**src/rtl/deadlock_matrix.sv**
```systemverilog
module deadlock_matrix #(
  parameter int NRES  = 5,
  parameter int NPROC = 5,
  parameter int RW = (NRES  > 1) ? $clog2(NRES)  : 1,
  parameter int PW = (NPROC > 1) ? $clog2(NPROC) : 1
) (
  input  logic          clk,
  input  logic          rst_n,
  input  logic          wr_en,
  input  logic [RW-1:0] wr_row,
  input  logic [PW-1:0] wr_col,
  input  logic [1:0]    wr_cell,
  input  logic [RW-1:0] rd_row,
  input  logic [PW-1:0] rd_col,
  output logic [1:0]    rd_cell,
  input  logic          start,
  output logic          busy,
  output logic          done,
  output logic          deadlock
);
  localparam int NCELL = NRES * NPROC;
  localparam int SW    = $clog2(NCELL + 1);

  logic [NRES-1:0][NPROC-1:0] req_m, gnt_m, req_w, gnt_w, kill;
  logic [NRES-1:0]  row_term;
  logic [NPROC-1:0] col_term;
  logic [SW-1:0]    steps;
  logic             any_kill;

  always_comb begin
    for (int r = 0; r < NRES; r++)
      row_term[r] = !((|req_w[r]) && (|gnt_w[r]));
    for (int c = 0; c < NPROC; c++) begin
      logic cr, cg;
      cr = 1'b0;
      cg = 1'b0;
      for (int r = 0; r < NRES; r++) begin
        cr = cr | req_w[r][c];
        cg = cg | gnt_w[r][c];
      end
      col_term[c] = !(cr && cg);
    end
    for (int r = 0; r < NRES; r++)
      for (int c = 0; c < NPROC; c++)
        kill[r][c] = (row_term[r] || col_term[c]) && (req_w[r][c] || gnt_w[r][c]);
  end

  assign any_kill = |kill;
  assign rd_cell  = (int'(rd_row) < NRES && int'(rd_col) < NPROC)
                  ? {gnt_m[rd_row][rd_col], req_m[rd_row][rd_col]} : 2'b00;

  always_ff @(posedge clk) begin
    if (!rst_n) begin
      req_m <= '0;
      gnt_m <= '0;
    end else if (wr_en && !busy && int'(wr_row) < NRES && int'(wr_col) < NPROC) begin
      req_m[wr_row][wr_col] <= wr_cell[0];
      gnt_m[wr_row][wr_col] <= wr_cell[1];
    end
  end

  always_ff @(posedge clk) begin
    if (!rst_n) begin
      req_w    <= '0;
      gnt_w    <= '0;
      busy     <= 1'b0;
      done     <= 1'b0;
      deadlock <= 1'b0;
      steps    <= '0;
    end else if (!busy) begin
      if (start) begin
        req_w    <= req_m;
        gnt_w    <= gnt_m;
        busy     <= 1'b1;
        done     <= 1'b0;
        deadlock <= 1'b0;
        steps    <= '0;
      end
    end else if (any_kill) begin
      req_w <= req_w & ~kill;
      gnt_w <= gnt_w & ~kill;
      steps <= steps + 1'b1;
    end else begin
      busy     <= 1'b0;
      done     <= 1'b1;
      deadlock <= (|req_w) || (|gnt_w);
    end
  end

  AST_DONE_EXCLUSIVE: assert property (@(posedge clk) disable iff (!rst_n)
    !(busy && done));
  AST_DEADLOCK_WITH_DONE: assert property (@(posedge clk) disable iff (!rst_n)
    deadlock |-> done);
  AST_WRITE_BLOCKED: assert property (@(posedge clk) disable iff (!rst_n)
    busy |=> ($stable(req_m) && $stable(gnt_m)));
  AST_ONLY_CLEARS: assert property (@(posedge clk) disable iff (!rst_n)
    busy && $past(busy) |-> ((req_w & ~$past(req_w)) == '0) && ((gnt_w & ~$past(gnt_w)) == '0));
  AST_STEP_BOUND: assert property (@(posedge clk) disable iff (!rst_n)
    int'(steps) <= NCELL);
  AST_START_ACCEPT: assert property (@(posedge clk) disable iff (!rst_n)
    start && !busy |=> busy && !done);
endmodule

```
**config.mk**
```make
export PLATFORM = sky130hd
export DESIGN_NAME = deadlock_matrix
export DESIGN_NICKNAME = d
export VERILOG_FILES = /design/src/rtl/deadlock_matrix.sv
export SDC_FILE = /design/constraint.sdc
export NUM_CORES = 1
export LEC_CHECK = 0
export ABC_CLOCK_PERIOD_IN_PS = 3470
export CORE_AREA = 3 3 147 149
export CTS_CLUSTER_SIZE = 40
export DETAILED_ROUTE_END_ITERATION = 12
export DIE_AREA = 0 0 150 152
export SETUP_SLACK_MARGIN = 0.1
export SLEW_MARGIN = 20
export SYNTH_ARGS = -nofsm -noshare
export SYNTH_HDL_FRONTEND = slang
export SYNTH_SLANG_ARGS = --single-unit
```
**constraint.sdc**
```tcl
create_clock -name clk -period 3.47 [get_ports clk]
set_clock_uncertainty 0.2 [all_clocks]
set_input_delay 0.694 -clock clk [delete_from_list [all_inputs] [get_ports clk]]
set_output_delay 0.694 -clock clk [all_outputs]
set_load 0.01 [all_outputs]
```
== Word-level counts from Yosys, hierarchy flattened ==
Cells that the tools add are included.
Storage, ports and cells
  bits in registers: 103
  input bits: 18
  output and inout bits: 5
  logic and storage cells: 226
Cells by class
  $lt $le $gt $ge: 10
  equality and inequality tests: 2
  muxes and demuxes: 29
  bitwise operators: 43
  reduce and logical (&&, ||, !) cells: 119
Operators by type and width (number)
  2-to-1 mux 25 bit: 6
  OR reduction 25 bit: 3
  logical OR 1 bit: 51
  bitwise AND 25 bit: 2
  bitwise mux 25 bit: 2
  OR reduction 5 bit: 10
  logical AND 1 bit: 41
  OR 1 bit: 40
  binary-select mux 5 bit (select 3 bit): 2
  inverter 25 bit: 1
  < comparator 3 x 4 -> 1 bit, second input constant: 4
  demux 5 bit (select 3 bit): 1
  2-to-1 mux 5 bit: 3
  < comparator 3 bit, second input constant: 4
  logical NOT 1 bit: 11
  2-to-1 mux 1 bit: 11
  binary-select mux 1 bit (select 3 bit): 2
  greater-or-equal comparator 3 x 1 -> 1 bit, second input constant: 2
  AND reduction 2 bit: 2
  demux 1 bit (select 3 bit): 1
  2-to-1 mux 2 bit: 1
  != test 2 x 1 -> 1 bit, second input constant: 1
  != test 2 bit, second input constant: 1
  nonzero test 2 bit: 1

== Logic depth before layout (Yosys ltp) ==
  word-level depth: 12
  gate-level depth with buffers: 9
  gate-level depth less buffers: 7

== Least setup slack after synthesis ==
Ideal clock, no wire load.
  path type: input to output
  start point: in rd_row[1]
  end point: out rd_cell[1]
  data arrival time: 2.144 ns
  required time: 2.576 ns
  slack: 0.432 ns
  cell stages on the path: 6
  path buffers: 1
  cell sequence: buf_1 > mux4_2 > a221oi_1 > nor3_1 > a31oi_1 > o32ai_1
On the way
  longest elaborated chain between the ends: 5
RTL lines
  from (decl): line 13  | input logic [RW-1:0] rd_row,
  binary-select mux 5 bit (select 3 bit): line 50  | ? {gnt_m[rd_row][rd_col], req_m[rd_row][rd_col]} : 2'b00;
  2-to-1 mux 5 bit (implied by the code): line 50
  binary-select mux 1 bit (select 3 bit): line 50
  2-to-1 mux 1 bit (implied by the code): line 50
  2-to-1 mux 2 bit *: line 50
  to (decl): line 15  | output logic [1:0] rd_cell,
Mark *: on every way between the ends. The rest lies on a longest branch, timed or not. The select of a mux whose other input is x is not followed.

== Worst setup path in the final report ==
  start point: in rd_col[0]
  end point: out rd_cell[1]
On the way
  longest elaborated chain between the ends: 3
RTL lines
  from (decl): line 14  | input logic [PW-1:0] rd_col,
  binary-select mux 1 bit (select 3 bit) or < comparator 3 bit (tied branches): line 50, 49
  2-to-1 mux 1 bit (implied by the code) or logical AND 1 bit (tied branches): line 50, 49
  2-to-1 mux 2 bit *: line 50
Marks and branches as above.

==> results summary <==
The synthesized netlist devotes roughly a quarter of its cell area to compound gates. The top-area cell type share of the netlist area came out at roughly two fifths. Counting every net in the synthesized netlist gives about 630. The final count of hold timing violations came out at 0.

Once the clock tree was built, the setup fixing pass inserted 0 buffers. The max-cap violation count is 0. The final net count is between 600 and 700.

The post-route netlist has between 10% and 20% of its cells at a drive strength greater than 1. Counting instances, the worst hold path has a depth of 2. The number of antenna diodes in the final layout is 0. The worst slack at placement came out at -0.429 ns. By area, the combinational part of the netlist is dominated by compound AO/OA/AOI/OAI gates.

The final period utilization is between 90 and 100%. The fraction of the mapped netlist area in adder cells came out at 0%. The overall fraction of global-route tracks in use came out at around 15%.

The data arrival time at the worst-slack endpoint is 2.39 ns. The net switching component of the power came out at approximately 0.71 mW. Setup violations remaining at the end of the flow were counted as 0. At the end of routability-driven placement, the weighted congestion stood at ~0.93. The portion of total power attributed to sequential cells is a little under half. The core region area came out at a little over 0.02 sq mm. Clock latency on the worst-skew pair, taken at its later pin, is about 0.35 ns. Relative to the synthesized area, the layout overhead comes to 18.4%.

The die area is roughly 0.023 sq mm. The capturing element type of the critical path is a primary output. Across the whole layout, storage elements account for ~0.0021 sq mm.

The total standard cell area after synthesis is slightly above 0.005 sq mm. Setup slack on the critical path of the routed design comes to around 0.18 ns. The number of routed nets with antenna violations is 0. The DRC violations left is 0.

The H-tree was split into 3 levels. Ranked by total cell area, the synthesized netlist is headed by dfxtp_1 (40%), a21oi_1 (7.5%), mux2i_1 (6.1%). The destination of the worst register-to-register timing path is req_w[16]$_SDFFE_PN0P_.

The reg-to-reg startpoint is gnt_w[12]$_SDFFE_PN0P_. The HPWL reported at the end of detailed placement came out at approximately 12000 microns. In the synthesized netlist, the number of instances is around 620. The flow ran to the end, and the final reports show no timing, DRC or antenna violations. In the synthesized netlist the async set-or-reset flop fraction comes to 0%. 23 I/O pins were placed.

The clock network fraction of total power came out at between 30% and 40%. The library cells used most frequently in the layout, excluding fill and tap cells, are dfxtp_1 (103), a21oi_1 (77), nand2_1 (65), o21ai_0 (46). The power density relative to cell area is roughly 440 mW/mm^2. The clock edge transition at the registers on the reported setup and hold paths is 0.06 ns.

For this run, the leading register cell type out of synthesis is dfxtp_1. The die width came out at roughly 150 microns. The setup slack on the worst flop-to-flop path is just over 0.8 ns. The share of total power in combinational logic is between 10 and 15%. The mean cell area of the mapped netlist came out at about 8.3 sq um. The count of flip-flops with a built-in enable after synthesis is 0. The startpoint identified for the worst hold timing path is deadlock$_SDFFE_PN0P_.

The share of synthesized area spent on multiplexers came out at between 10% and 20%. The post-detailed-placement cell area came out at about 0.0057 sq mm. For this block, the initial DRC count from the detailed router was 628.

During placement, the flow inserted port buffers numbering 22. The max-slew violation count is 0. The register bit count reported by yosys is 103. Clock tree synthesis found a total of 103 sinks. The clock buffer count from CTS is 9. Once layout is complete, the cells apart from fillers number ~900. The leakage power of the design came out at roughly 2.1 nW. The proportion of total power due to net switching is 26.6%. Static timing analysis puts the maximum clock frequency at 304 MHz.

The number of vias in the routed layout came out at 5074. For the worst setup path, the data required time is between 2 and 3 ns. The floorplan step set the die height to roughly 150 microns. The sequential element share of the synthesized area is between 40% and 50%. The via count of the first global-routing pass came out at approximately 4600. The pin count of the biggest net entering global routing is slightly below 60.

The number of rows created at floorplan is 52. The number of warning messages in the yosys log came out at 0. The synthesized netlist contains ~40 unique library cells. The overflow left after global routing came out at 0. The maximum buffer depth of the clock tree came out at 2. TritonCTS built the clock tree. The critical setup path kind is in -> out.

Buffers inserted to repair hold after CTS numbered 0. Dividing the detail-routed wire length by the instance count gives about 19 microns. The tightest min-delay check is of the reg -> reg type. Leaving out fill and tap cells, the most frequent cell in the layout is dfxtp_1.

The cell count of the worst reg-to-reg path came out at 9. The area share of and/or/nand/nor cells after synthesis came out at 18.9%. Setup repair after global routing left no endpoint under its margin.

The starting utilization of the core area is 25.2%. The internal portion of the total power is around 2.0 mW. The worst setup path is launched from an input port. After layout, the design draws a total of 2.67 mW. The worst-case hold path end point is deadlock$_SDFFE_PN0P_. The first detailed-routing pass ran for 5 iterations. The via count normalized by instance count is between 5 and 6.

The worst IR drop on VDD is about 0.0003 V. The biggest area contributor in the post-synthesis netlist is dfxtp_1. The transition time of the tightest slew-check pin is ~1.1 ns. The worst path in the final design needs a cycle of around 3.3 ns, including I/O delays and setup. The total area of multi-input combinational cells is about 0.0029 sq mm. The XOR/XNOR share of the synthesized area is 0%. The cell count after placement is slightly below 900.

The maximum fanout count along the critical path is 5. The filler cells instantiated in the layout total between 2000 and 2500. The wire length of the first global-routing pass came out at approximately 27000 microns.

The worst-case headroom to the max-slew limit came out at 29.4%. The initial antenna violation count came out at 0. The final wirelength came out at between 15000 and 20000 microns. The post-layout instance area came out at 0.00605 sq mm. The cell sitting at the root of the clock tree is a clkbuf_16.
-- state kept, by name, summed over array words and instances (netlist names) --
signal / count
req_m: 25
gnt_m: 25
busy: 1
deadlock: 1
gnt_w: 25
done: 1
req_w: 25
-- synthesized netlist by cell type, types with 3 or more instances --
cell and number:
nor3b_1 3, or4_1 20, o22a_1 3, a31oi_1 46, nor2_1 46, o32ai_1 12, a311oi_1 6, nand4_1 8
mux4_2 10, nor4_1 10, buf_2 5, a221oi_1 8, inv_1 3, clkbuf_1 41, and2_1 3, dfxtp_1 103
nor3_1 4, nand2_1 65, mux2i_1 31, nand3_1 20, a21oi_1 77, o21ai_0 46, o22ai_1 21
-- cell type report --
cell class	count	area share, %
well taps	270	5.59
repair buffers	50	7.05
clock inverters	2	0.621
inverters	4	0.248
clock buffers	14	4.53
multi-input cells	460	47.9
flip-flops and latches	103	34.1
-- how the worst max path moves through the flow --
| stage | slack (ns) | endpoint | depth (start not counted) | startpoint |
|---|---|---|---|---|
| finish | 0.18 | rd_cell[1] | 7 | rd_col[0] |
| global route | 0.1 | rd_cell[1] | 9 | rd_row[2] |
| CTS | 0.10 | rd_cell[1] | 7 | rd_row[1] |
| detailed placement | -0.43 | rd_cell[1] | 7 | rd_row[0] |
| global placement | -0.40 | rd_cell[1] | 7 | rd_row[0] |
| floorplan | 0.43 | rd_cell[1] | 6 | rd_row[1] |
-- through the flow --
step / TNS (ns) / hold WS [ns] / utilization (%)
2_1_floorplan: 0 / 0.246 / -
3_3_place_gp: -0.799 / 0.263 / 28.1
3_5_place_dp: -0.843 / 0.272 / 28.1
4_1_cts: 0 / 0.280 / 29.6
5_1_grt: 0 / 0.307 / 29.8
6_report: 0 / 0.276 / 29.8
-- cell families (layout without fill, tap and decap cells) --
kind of cell	after synthesis	in the layout
buffers and inverters	52	70
muxes	41	41
DFF	103	103
and+or+nand+nor	194	194
AOI/OAI and AO/OA	225	225
-- worst max-delay path: stages --
cell,delay [ns]
clkdlybuf4s50_1,0.61
inv_1,0.16
a221oi_1,0.23
nor3_1,0.07
a31oi_1,0.18
o32ai_1,0.14
dlygate4sd2_1,0.31
-- power by group through the flow --
| stage | registers (mW) | logic [mW] | clock network [mW] |
|---|---|---|---|
| after detailed placement | 1.27 | 0.352 | 0 |
| after global placement | 1.27 | 0.352 | 0 |
| after floorplan | 1.25 | 0.243 | 0 |
| after CTS | 1.24 | 0.353 | 1.08 |
| final | 1.25 | 0.363 | 1.07 |
| after global routing | 1.25 | 0.400 | 1.13 |
-- layer usage --
metal | GRT usage (%) | wire [microns] | up-vias
met2 | 21.8 | 7470 | 234
met3 | 3.46 | 1250 | 38
met5 | 0 | 0 | -
li1 | - | - | 2384
met1 | 21.5 | 7820 | 2418
met4 | 4.18 | 404 | 0
-- timing repair --
item / in CTS / in global routing
setup endpoints to repair: 2 / 2
endpoints found under the hold margin: 0 / 0
resized for setup: 7 / 12
pin swaps: 0 / 0
Note: power is estimated with default switching activity, not from simulation.
